File: src/rtl/aperture_pkg.sv
// Shared types and fixed field positions for the sliding aperture.
// Assumes a 32-bit control word with base in the low bits and space code above it.
package aperture_pkg;
    localparam int CTRL_W  = 32;
    localparam int TGT_W   = 2;

    typedef enum logic [TGT_W-1:0] {
        SPACE_VIDMEM  = 2'd0,
        SPACE_COH     = 2'd1,
        SPACE_NONCOH  = 2'd2,
        SPACE_RSVD    = 2'd3
    } space_e;
endpackage

File: src/rtl/aperture_decode.sv
// Address decoder: tells region hits from control-word hits and extracts the
// in-region offset. Assumes the region is aligned to its own size and the
// control word lies outside it.
module aperture_decode #(
    parameter int                REG_AW    = 24,
    parameter int                WIN_BITS  = 20,
    parameter logic [REG_AW-1:0] WIN_START = 24'h700000,
    parameter logic [REG_AW-1:0] CTRL_ADDR = 24'h001700
) (
    input  logic [REG_AW-1:0]   addr,
    output logic                win_hit,
    output logic                ctrl_hit,
    output logic [WIN_BITS-1:0] win_off
);
    localparam int UPPER_W = REG_AW - WIN_BITS;

    // Compare the upper bits for the region and the word address for the control word.
    always_comb begin
        win_hit  = (addr[REG_AW-1:WIN_BITS] == WIN_START[REG_AW-1:WIN_BITS]);
        ctrl_hit = (addr[REG_AW-1:2] == CTRL_ADDR[REG_AW-1:2]);
        win_off  = addr[WIN_BITS-1:0];
    end

    // Region must hold whole words and the upper compare must have width.
    initial begin
        if (UPPER_W < 1) $error("aperture_decode: region wider than register space");
    end
endmodule

File: src/rtl/aperture_ctrl_reg.sv
// Control word storage with byte-strobe writes. Unused upper bits are never
// stored. Assumes a 32-bit word split into byte lanes.
module aperture_ctrl_reg #(
    parameter int BASE_W = 24,
    parameter int TGT_W  = 2
) (
    input  logic                    clk,
    input  logic                    rst_n,
    input  logic                    wr_en,
    input  logic [31:0]             wdata,
    input  logic [3:0]              strb,
    output logic [BASE_W-1:0]       base,
    output logic [TGT_W-1:0]        tgt,
    output logic [31:0]             rd_word
);
    localparam int          USED_W = BASE_W + TGT_W;
    localparam logic [31:0] KEEP   = 32'((64'd1 << USED_W) - 64'd1);

    logic [31:0] word_q;

    for (genvar b = 0; b < 4; b++) begin : g_lane
        // Update one byte lane when it is strobed, dropping unused bits.
        always_ff @(posedge clk) begin
            if (!rst_n)
                word_q[8*b +: 8] <= 8'h00;
            else if (wr_en && strb[b])
                word_q[8*b +: 8] <= wdata[8*b +: 8] & KEEP[8*b +: 8];
        end
    end

    // Split the stored word into its fields.
    always_comb begin
        base    = word_q[BASE_W-1:0];
        tgt     = word_q[USED_W-1:BASE_W];
        rd_word = word_q;
    end
endmodule

File: src/rtl/aperture_xlate.sv
// Translator: forms the device address from base and offset and flags a
// reserved space code or an address past the top of device memory.
module aperture_xlate #(
    parameter int DEV_AW    = 40,
    parameter int STEP_BITS = 16,
    parameter int WIN_BITS  = 20,
    parameter int TGT_W     = 2
) (
    input  logic [DEV_AW-STEP_BITS-1:0] base,
    input  logic [TGT_W-1:0]            tgt,
    input  logic [WIN_BITS-1:0]         off,
    output logic [DEV_AW-1:0]           dev_addr,
    output logic                        err
);
    import aperture_pkg::*;

    logic [DEV_AW:0] sum;

    // Add with one spare bit so overflow is seen rather than wrapped.
    always_comb begin
        sum      = {1'b0, base, {STEP_BITS{1'b0}}} + (DEV_AW+1)'(off);
        dev_addr = sum[DEV_AW-1:0];
        err      = sum[DEV_AW] || (tgt == SPACE_RSVD);
    end
endmodule

File: src/rtl/sliding_aperture.sv
// Top: accepts register-bus requests, serves the control word, and issues
// translated region accesses downstream with a space code. Holds one
// downstream request at a time and stalls the bus while it waits.
module sliding_aperture #(
    parameter int                REG_AW    = 24,
    parameter int                DEV_AW    = 40,
    parameter int                WIN_BITS  = 20,
    parameter int                STEP_BITS = 16,
    parameter int                DATA_W    = 32,
    parameter logic [REG_AW-1:0] WIN_START = 24'h700000,
    parameter logic [REG_AW-1:0] CTRL_ADDR = 24'h001700
) (
    input  logic                  clk,
    input  logic                  rst_n,
    input  logic                  req_valid,
    output logic                  req_ready,
    input  logic                  req_write,
    input  logic [REG_AW-1:0]     req_addr,
    input  logic [DATA_W-1:0]     req_wdata,
    input  logic [DATA_W/8-1:0]   req_strb,
    output logic                  pass_valid,
    output logic                  rsp_valid,
    output logic                  rsp_err,
    output logic [DATA_W-1:0]     rsp_rdata,
    output logic                  mem_valid,
    input  logic                  mem_ready,
    output logic                  mem_write,
    output logic [DEV_AW-1:0]     mem_addr,
    output logic [1:0]            mem_target,
    output logic [DATA_W-1:0]     mem_wdata,
    output logic [DATA_W/8-1:0]   mem_strb
);
    import aperture_pkg::*;

    localparam int BASE_W = DEV_AW - STEP_BITS;

    logic                win_hit, ctrl_hit, claim, acc, ctrl_wr;
    logic [WIN_BITS-1:0] win_off;
    logic [BASE_W-1:0]   base;
    logic [TGT_W-1:0]    tgt;
    logic [31:0]         rd_word;
    logic [DEV_AW-1:0]   dev_addr;
    logic                xl_err;

    aperture_decode #(
        .REG_AW(REG_AW), .WIN_BITS(WIN_BITS),
        .WIN_START(WIN_START), .CTRL_ADDR(CTRL_ADDR)
    ) u_dec (
        .addr(req_addr), .win_hit(win_hit), .ctrl_hit(ctrl_hit), .win_off(win_off)
    );

    aperture_ctrl_reg #(.BASE_W(BASE_W), .TGT_W(TGT_W)) u_ctrl (
        .clk(clk), .rst_n(rst_n), .wr_en(ctrl_wr),
        .wdata(req_wdata[31:0]), .strb(req_strb[3:0]),
        .base(base), .tgt(tgt), .rd_word(rd_word)
    );

    aperture_xlate #(
        .DEV_AW(DEV_AW), .STEP_BITS(STEP_BITS), .WIN_BITS(WIN_BITS), .TGT_W(TGT_W)
    ) u_xl (
        .base(base), .tgt(tgt), .off(win_off), .dev_addr(dev_addr), .err(xl_err)
    );

    // Claim decode, stall while a downstream request waits, and acceptance.
    always_comb begin
        claim      = win_hit || ctrl_hit;
        req_ready  = claim && !mem_valid;
        acc        = req_valid && req_ready;
        ctrl_wr    = acc && ctrl_hit && req_write;
        pass_valid = req_valid && !claim;
    end

    // Local response for control accesses and refused region accesses.
    always_ff @(posedge clk) begin
        if (!rst_n) begin
            rsp_valid <= 1'b0;
            rsp_err   <= 1'b0;
            rsp_rdata <= '0;
        end else begin
            rsp_valid <= acc && (ctrl_hit || xl_err);
            rsp_err   <= acc && win_hit && xl_err;
            rsp_rdata <= (acc && ctrl_hit && !req_write) ? DATA_W'(rd_word) : '0;
        end
    end

    // Downstream request register: load on a good region access, drop on ready.
    always_ff @(posedge clk) begin
        if (!rst_n) begin
            mem_valid  <= 1'b0;
            mem_write  <= 1'b0;
            mem_addr   <= '0;
            mem_target <= '0;
            mem_wdata  <= '0;
            mem_strb   <= '0;
        end else if (acc && win_hit && !xl_err) begin
            mem_valid  <= 1'b1;
            mem_write  <= req_write;
            mem_addr   <= dev_addr;
            mem_target <= tgt;
            mem_wdata  <= req_wdata;
            mem_strb   <= req_strb;
        end else if (mem_ready) begin
            mem_valid  <= 1'b0;
        end
    end

    AST_HOLD_STABLE: assert property (@(posedge clk) disable iff (!rst_n)
        mem_valid && !mem_ready |=> mem_valid && $stable(mem_addr) && $stable(mem_target));
    AST_STALL_BUS: assert property (@(posedge clk) disable iff (!rst_n)
        mem_valid |-> !req_ready);
    AST_OFFSET_KEPT: assert property (@(posedge clk) disable iff (!rst_n)
        $rose(mem_valid) |-> mem_addr[STEP_BITS-1:0] == $past(req_addr[STEP_BITS-1:0]));
    AST_NO_RSVD_ISSUE: assert property (@(posedge clk) disable iff (!rst_n)
        mem_valid |-> mem_target != SPACE_RSVD);
    AST_ERR_NOT_FWD: assert property (@(posedge clk) disable iff (!rst_n)
        rsp_valid && rsp_err |-> !mem_valid);
    AST_UNCLAIMED: assert property (@(posedge clk) disable iff (!rst_n)
        pass_valid |-> !req_ready);
    AST_UNUSED_ZERO: assert property (@(posedge clk) disable iff (!rst_n)
        rsp_valid |-> rsp_rdata[31:26] == 6'd0);
endmodule

File: config.mk
export PLATFORM = sky130hd
export DESIGN_NAME = sliding_aperture
export DESIGN_NICKNAME = d
export VERILOG_FILES = /design/src/rtl/aperture_pkg.sv /design/src/rtl/aperture_decode.sv /design/src/rtl/aperture_ctrl_reg.sv /design/src/rtl/aperture_xlate.sv /design/src/rtl/sliding_aperture.sv
export SDC_FILE = /design/constraint.sdc
export NUM_CORES = 1
export LEC_CHECK = 0
export BUFFER_PORTS_ARGS = -buffer_cell sky130_fd_sc_hd__clkbuf_2
export CAP_MARGIN = 0
export CORE_MARGIN = 1
export CORE_UTILIZATION = 49
export CTS_BUF_LIST = sky130_fd_sc_hd__clkbuf_2 sky130_fd_sc_hd__clkbuf_4 sky130_fd_sc_hd__clkbuf_8
export DETAILED_ROUTE_END_ITERATION = 10
export PLACE_DENSITY_LB_ADDON = 0.2
export SKIP_LAST_GASP = 1
export SLEW_MARGIN = 5
export SYNTH_ARGS = -nofsm -noshare
export SYNTH_HDL_FRONTEND = slang
export SYNTH_HIERARCHICAL = 1
export SYNTH_SLANG_ARGS = --single-unit
File: constraint.sdc
create_clock -name clk -period 2.75 [get_ports clk]
set_input_delay 0.4125 -clock clk [delete_from_list [all_inputs] [get_ports clk]]
set_output_delay 0.4125 -clock clk [all_outputs]
set_load 0.05 [all_outputs]
Word-level counts from Yosys, hierarchy flattened
Cells that the tools add are included.
{"block": "word_totals", "ff_bits": 134, "in_bits": 65, "output_inout_bits": 116, "elab_cells": 42}
{"block": "classes", "addsub": 1, "eq_ne": 3, "mux": 2, "reduce_logical": 23}
{"cell": "$add A40 B20 Y41", "count": 1}
{"cell": "$eq A22 B11 Y1 const B", "count": 1}
{"cell": "$logic_and A1 B1 Y1", "count": 14}
{"cell": "$eq A4 B3 Y1 const B", "count": 1}
{"cell": "$logic_not A1 Y1", "count": 4}
{"cell": "$logic_or A1 B1 Y1", "count": 3}
{"cell": "$eq A2 B2 Y1 const B", "count": 1}
{"cell": "$mux W1", "count": 2}
{"cell": "$reduce_and A2 Y1", "count": 1}
{"cell": "$reduce_bool A2 Y1", "count": 1}

Depth between registers and ports, before layout
{"block": "depth", "ltp_word": 7, "mapped_depth": 11, "ltp_nobuf": 8}

Cells and area by module
The synthesis kept the hierarchy.
{"module": "sliding_aperture", "instances": 1, "cells_each": 461, "area_each_um2": 4307.9, "seq_area_each_um2": 2282.2}
{"module": "aperture_ctrl_reg", "instances": 1, "cells_each": 156, "area_each_um2": 1337.5, "seq_area_each_um2": 520.5}
{"module": "aperture_xlate", "instances": 1, "cells_each": 94, "area_each_um2": 716.9, "seq_area_each_um2": 0.0}
{"module": "aperture_decode", "instances": 1, "cells_each": 28, "area_each_um2": 254.0, "seq_area_each_um2": 0.0}

Least setup slack after synthesis
OpenSTA, ideal clock, no wires.
{"block": "synth_path", "path_kind": "in2reg", "start": "input req_addr[16]", "end": "register mem_addr[0]", "setup_time_ns": 0.072, "arrival_time_ns": 2.540, "required_ns": 2.678, "path_slack_ns": 0.139, "cell_stages": 11, "n_path_buf": 3, "cell_sequence": "buf_4 -> ha_1 -> fa_1 -> a211oi_1 -> nor2_2 -> nand2_1 -> o31ai_2 -> and4bb_1 -> buf_6 -> buf_12 -> mux2i_1"}
{"block": "synth_via", "elab_cells_between_ends": 9, "classes_between": "add/sub (1); eq/ne (1); reduce/logical (7)"}
{"element": "from (decl)", "line": "sliding_aperture.sv:18", "rtl": "input logic [REG_AW-1:0] req_addr,"}
{"element": "$add A40 B20 Y41", "line": "aperture_xlate.sv:21", "rtl": "sum = {1'b0, base, {STEP_BITS{1'b0}}} + (DEV_AW+1)'(off);"}
{"element": "$logic_or A1 B1 Y1", "line": "aperture_xlate.sv:23", "rtl": "err = sum[DEV_AW] || (tgt == SPACE_RSVD);"}
{"element": "named net xl_err", "line": "sliding_aperture.sv:43", "rtl": "logic xl_err;"}
{"element": "$logic_not A1 Y1", "line": "sliding_aperture.sv:95", "rtl": "end else if (acc && win_hit && !xl_err) begin"}
{"element": "$logic_and A1 B1 Y1", "line": "sliding_aperture.sv:95"}
{"element": "to (signal assigned)", "line": "sliding_aperture.sv:98", "rtl": "mem_addr <= dev_addr;"}
{"element": "to (decl)", "line": "sliding_aperture.sv:28", "rtl": "output logic [DEV_AW-1:0] mem_addr,"}
The timed path passes the listed nets, and every way through them passes these cells.
A chain may end at the register's enable or synchronous reset.

Final worst setup path
{"block": "layout_path", "start": "register u_ctrl.word_q[0], in the netlist u_ctrl/base[0]", "end": "register mem_wdata[23]"}
{"block": "layout_via", "elab_chain_len": 4}
{"element": "from (decl)", "line": "aperture_ctrl_reg.sv:19", "rtl": "logic [31:0] word_q;"}
{"element": "from (signal, indexed assignment)", "line": "aperture_ctrl_reg.sv:27", "rtl": "word_q[8*b +: 8] <= wdata[8*b +: 8] & KEEP[8*b +: 8];"}
{"element": "$add A40 B20 Y41", "line": "aperture_xlate.sv:21"}
{"element": "$logic_or A1 B1 Y1", "line": "aperture_xlate.sv:23"}
{"element": "named net xl_err", "line": "sliding_aperture.sv:43"}
{"element": "$logic_not A1 Y1", "line": "sliding_aperture.sv:95"}
{"element": "$logic_and A1 B1 Y1", "line": "sliding_aperture.sv:95"}
{"element": "to (signal assigned)", "line": "sliding_aperture.sv:100", "rtl": "mem_wdata <= req_wdata;"}
{"element": "to (decl)", "line": "sliding_aperture.sv:30", "rtl": "output logic [DATA_W-1:0] mem_wdata,"}
The timed path passes the listed nets, and every way through them passes these cells.

==> impl_results.md <==
* Die height at 118 um
* Die area at 14000 um^2
* RSZ-0062 raised after global routing: no
* WL per Instance at 14.3 um
* Number of global-route vias before repair at 4935
* Reg-to-reg setup timing slack at 0.17 ns
* First-pass GRT wire length at 23.8 mm
* Hold Vio Cnt, Final at 0
* GRT busiest layer: met2
* Share of cells above drive strength 1 at 29.6%
* Diodes inserted at 0
* Relative slew slack at 61.3%
* # hold bufs at CTS at 0
* Worst path cell trace: ha_1 > fa_1 > a211oi_1 > nor2_2 > nand2_1 > o31ai_2 > and4bb_4 > buf_12 > mux2i_1
* Area Overhead vs Synth at 12.5%
* Setup repair bufs after CTS at 0
* VDD IR max at 0.278 mV
* CTS Buf Count at 17
* Max clock buf depth at 2
* Crit Path Category: register to register
* WP data required at 3.11 ns
* Startpoint types: register
* Hold endpoint: mem_wdata[27]$_SDFFE_PN0P_
* Setup TNS at 0 ns
* Vias at 5152
* TritonCTS clock tree: built
* GRT Total Usage at 21.7%
* Core ar. at 13200 um^2
* Final setup fails at 0
* Hold Path Class: primary input to register
* CP peak stage delay at 0.45 ns
* Post-route antenna net violation count at 0
* Die width at 118 um
* Slew @ Worst Pin at 0.581 ns
* Post-Route WL at 14.8 mm
* Detail Placement HPWL at 11.0 mm
* Hold depth at 3
* TritonRoute pass-1 iters at 5
* Hold_ws at 0.193 ns
* Power density over cell area at 533 nW/um^2
* FF+latch count, synth at 140
* Met2 Use GR at 35.8%
* Gate Count Post-Synth at 739
* Netlist cell types at 48
* Crit-path slowest cell: and4bb_4
* Max_cap viols at 0
* M3 GR Usage at 5.26%
* Worst r2r dst: mem_wdata[23]$_SDFFE_PN0P_
* Fin crit share at 93.7%
* Clock transition at path regs at 0.08 ns
* Sink Count at 140
* RePlAce Congestion at 0.799
* Final Cell Area at 7440 um^2
* Initial drt markers at 289
* Fin cells at 1033
* Cell count after placement at 1001
* Status: completed
* Fmax at 388 MHz
* Synthesis Warnings at 6
* Sequential fraction of the synthesis area at 42.4%
* Clock period minus worst slack at 2.58 ns
* Top delay family on crit path: simple AND/OR/NAND/NOR gates
* R2R depth at 9
* Met1 usage at 27.1%
* Clock Latency Late Sink at 0.45 ns
* Htree depth at 4
* Max-slew violations at 0
* GRT overflow at 0
* Syn Std Cell Area at 6620 um^2
* Initial Util at 50.2%
* Final net count at 914
* Worst path buffer plus inverter count at 1
* Syn avg cell area at 8.95 um^2
* Largest net degree at the start of global routing at 80
* Row count at 42
* WP data arrival at 2.94 ns
* Initial antenna violation count at 0
* DRC at 0
* Clock skew at 0.0117 ns
* Min-Delay Startpoint: req_wdata[27]
* Post-DP Area at 7040 um^2
* Port bufs at 180
* LEAKAGE at 3.07 nW
* Worst r2r src: u_ctrl/base[0]$_SDFFE_PN0P_
* CP Capture Type: register
* CP max FO at 20
* Root Buffer Master: clkbuf_8
* Ports at 181
* Post-DR vias/cell at 4.99
* Post-CTS Resized at 0
## Yosys cell counts, drive strengths merged
library cell	count	area (um^2)
ha	4	50.1
a21oi	2	10.0
buf	105	873
and4bb	1	12.5
nor3	37	185
nand4	33	234
nor4b	2	38.8
clkbuf	11	41.3
o21ai	27	165
nand3b	1	7.51
nand4bb	1	11.3
a211oi	2	15.0
o21a	1	7.51
inv	33	124
and3	3	18.8
nor2	11	43.8
xnor2	10	87.6
nor2b	2	12.5
and4b	2	20.0
o31ai	1	12.5
and2	5	36.3
fa	1	20.0
dfxtp	140	2800
nor4	6	71.3
a21o	2	15.0
nand2b	1	6.26
nand3	6	30.0
nand2	194	728
conb	1	3.75
and4	3	30.0
xor2	11	96.3
a2bb2oi	1	15.0
mux2i	79	791
## cell type report
cell class / count / area, um^2
Fill cell: 1266 / 5750
Sequential cell: 140 / 2800
Multi-Input combinational cell: 455 / 2800
Timing Repair Buffer: 197 / 1100
Clock buffer: 19 / 249
Tap cell: 176 / 220
Clock inverter: 13 / 150
Inverter: 33 / 124
## flip-flops by register name, summed over array words and instances, names as in the netlist
signal	cells
rsp_err	1
mem_strb	4
u_ctrl/base	24
mem_valid	1
rsp_valid	1
mem_wdata	32
mem_addr	40
rsp_rdata	32
mem_target	2
u_ctrl/rd_word	2
mem_write	1
## power breakdown
part           switching, mW  leakage (nW)  internal, mW  total (mW)
registers            0.00604          1.13          2.04        2.04
clock network          0.768         0.198         0.904        1.67
logic                  0.172          1.74        0.0814       0.253
## cell families after synthesis
| kind of cell | count (synthesis) | share of synthesized area, % |
|---|---|---|
| mux | 79 | 12.0 |
| compound gates | 36 | 3.63 |
| simple gates | 308 | 22.5 |
| fa+ha+maj | 5 | 1.06 |
| buf+inv | 149 | 15.7 |
| xor+xnor | 21 | 2.78 |
| flops | 140 | 42.4 |
| other cells | 1 | 0.0567 |
## worst register-to-register path: stages (launching register included)
cell and delay, ns:
dfxtp_1 0.33, ha_1 0.23, fa_1 0.39, a211oi_1 0.38, nor2_2 0.10, nand2_1 0.09
o31ai_2 0.07, and4bb_4 0.45, buf_12 0.21, mux2i_1 0.24
## layer usage
| metal | share of wire [%] | vias to the layer above |
|---|---|---|
| li1 | - | 2571 |
| met1 | 45 | 2430 |
| met2 | 49 | 138 |
| met3 | 5.7 | 13 |
| met4 | 0.90 | 0 |
| met5 | 0 | - |
## through the flow
stage               utilization, %  worst slack [ns]  total power [mW]
floorplan                        -             0.139              2.30
global placement              53.4            0.0676              2.34
detailed placement            53.4           -0.0259              2.34
CTS                           56.4             0.135              4.01
global route                  56.4            0.0236              4.12
finish                        56.4             0.172              3.97
## how the worst max path moves through the flow
stage                                start                         end  cells after the start
2_1_floorplan                 req_addr[16]    mem_addr[0]$_SDFFE_PN0P_                     11
3_3_place_gp                  req_addr[16]   mem_addr[22]$_SDFFE_PN0P_                     10
3_5_place_dp                  req_addr[16]  mem_wdata[23]$_SDFFE_PN0P_                     10
4_1_cts        u_ctrl/base[0]$_SDFFE_PN0P_  mem_wdata[23]$_SDFFE_PN0P_                      9
5_1_grt        u_ctrl/base[0]$_SDFFE_PN0P_   mem_wdata[0]$_SDFFE_PN0P_                      9
6_report       u_ctrl/base[0]$_SDFFE_PN0P_  mem_wdata[23]$_SDFFE_PN0P_                      9
## cells in the final DEF, fill, tap and decap left out, types with 3 or more instances in the layout
| cell | netlist | layout |
|---|---|---|
| nand2_1 | 194 | 194 |
| inv_1 | 33 | 33 |
| ha_1 | 4 | 4 |
| o21ai_1 | 16 | 16 |
| nor3_1 | 37 | 37 |
| o21ai_0 | 3 | 3 |
| buf_4 | 74 | 12 |
| xnor2_1 | 10 | 10 |
| mux2i_1 | 79 | 79 |
| and3_1 | 3 | 3 |
| nor2_1 | 10 | 10 |
| buf_12 | 8 | 5 |
| dfxtp_1 | 140 | 140 |
| clkinvlp_4 | 0 | 4 |
| nand4_1 | 30 | 30 |
| o21ai_2 | 8 | 8 |
| nand3_1 | 6 | 6 |
| xor2_1 | 11 | 11 |
| conb_1 | 1 | 6 |
| clkbuf_2 | 0 | 179 |
| clkbuf_8 | 0 | 17 |
| clkinv_2 | 0 | 6 |
| bufinv_16 | 0 | 3 |
| and2_1 | 3 | 3 |
| nor4_2 | 3 | 3 |
Note: power is estimated with default switching activity, not from simulation.
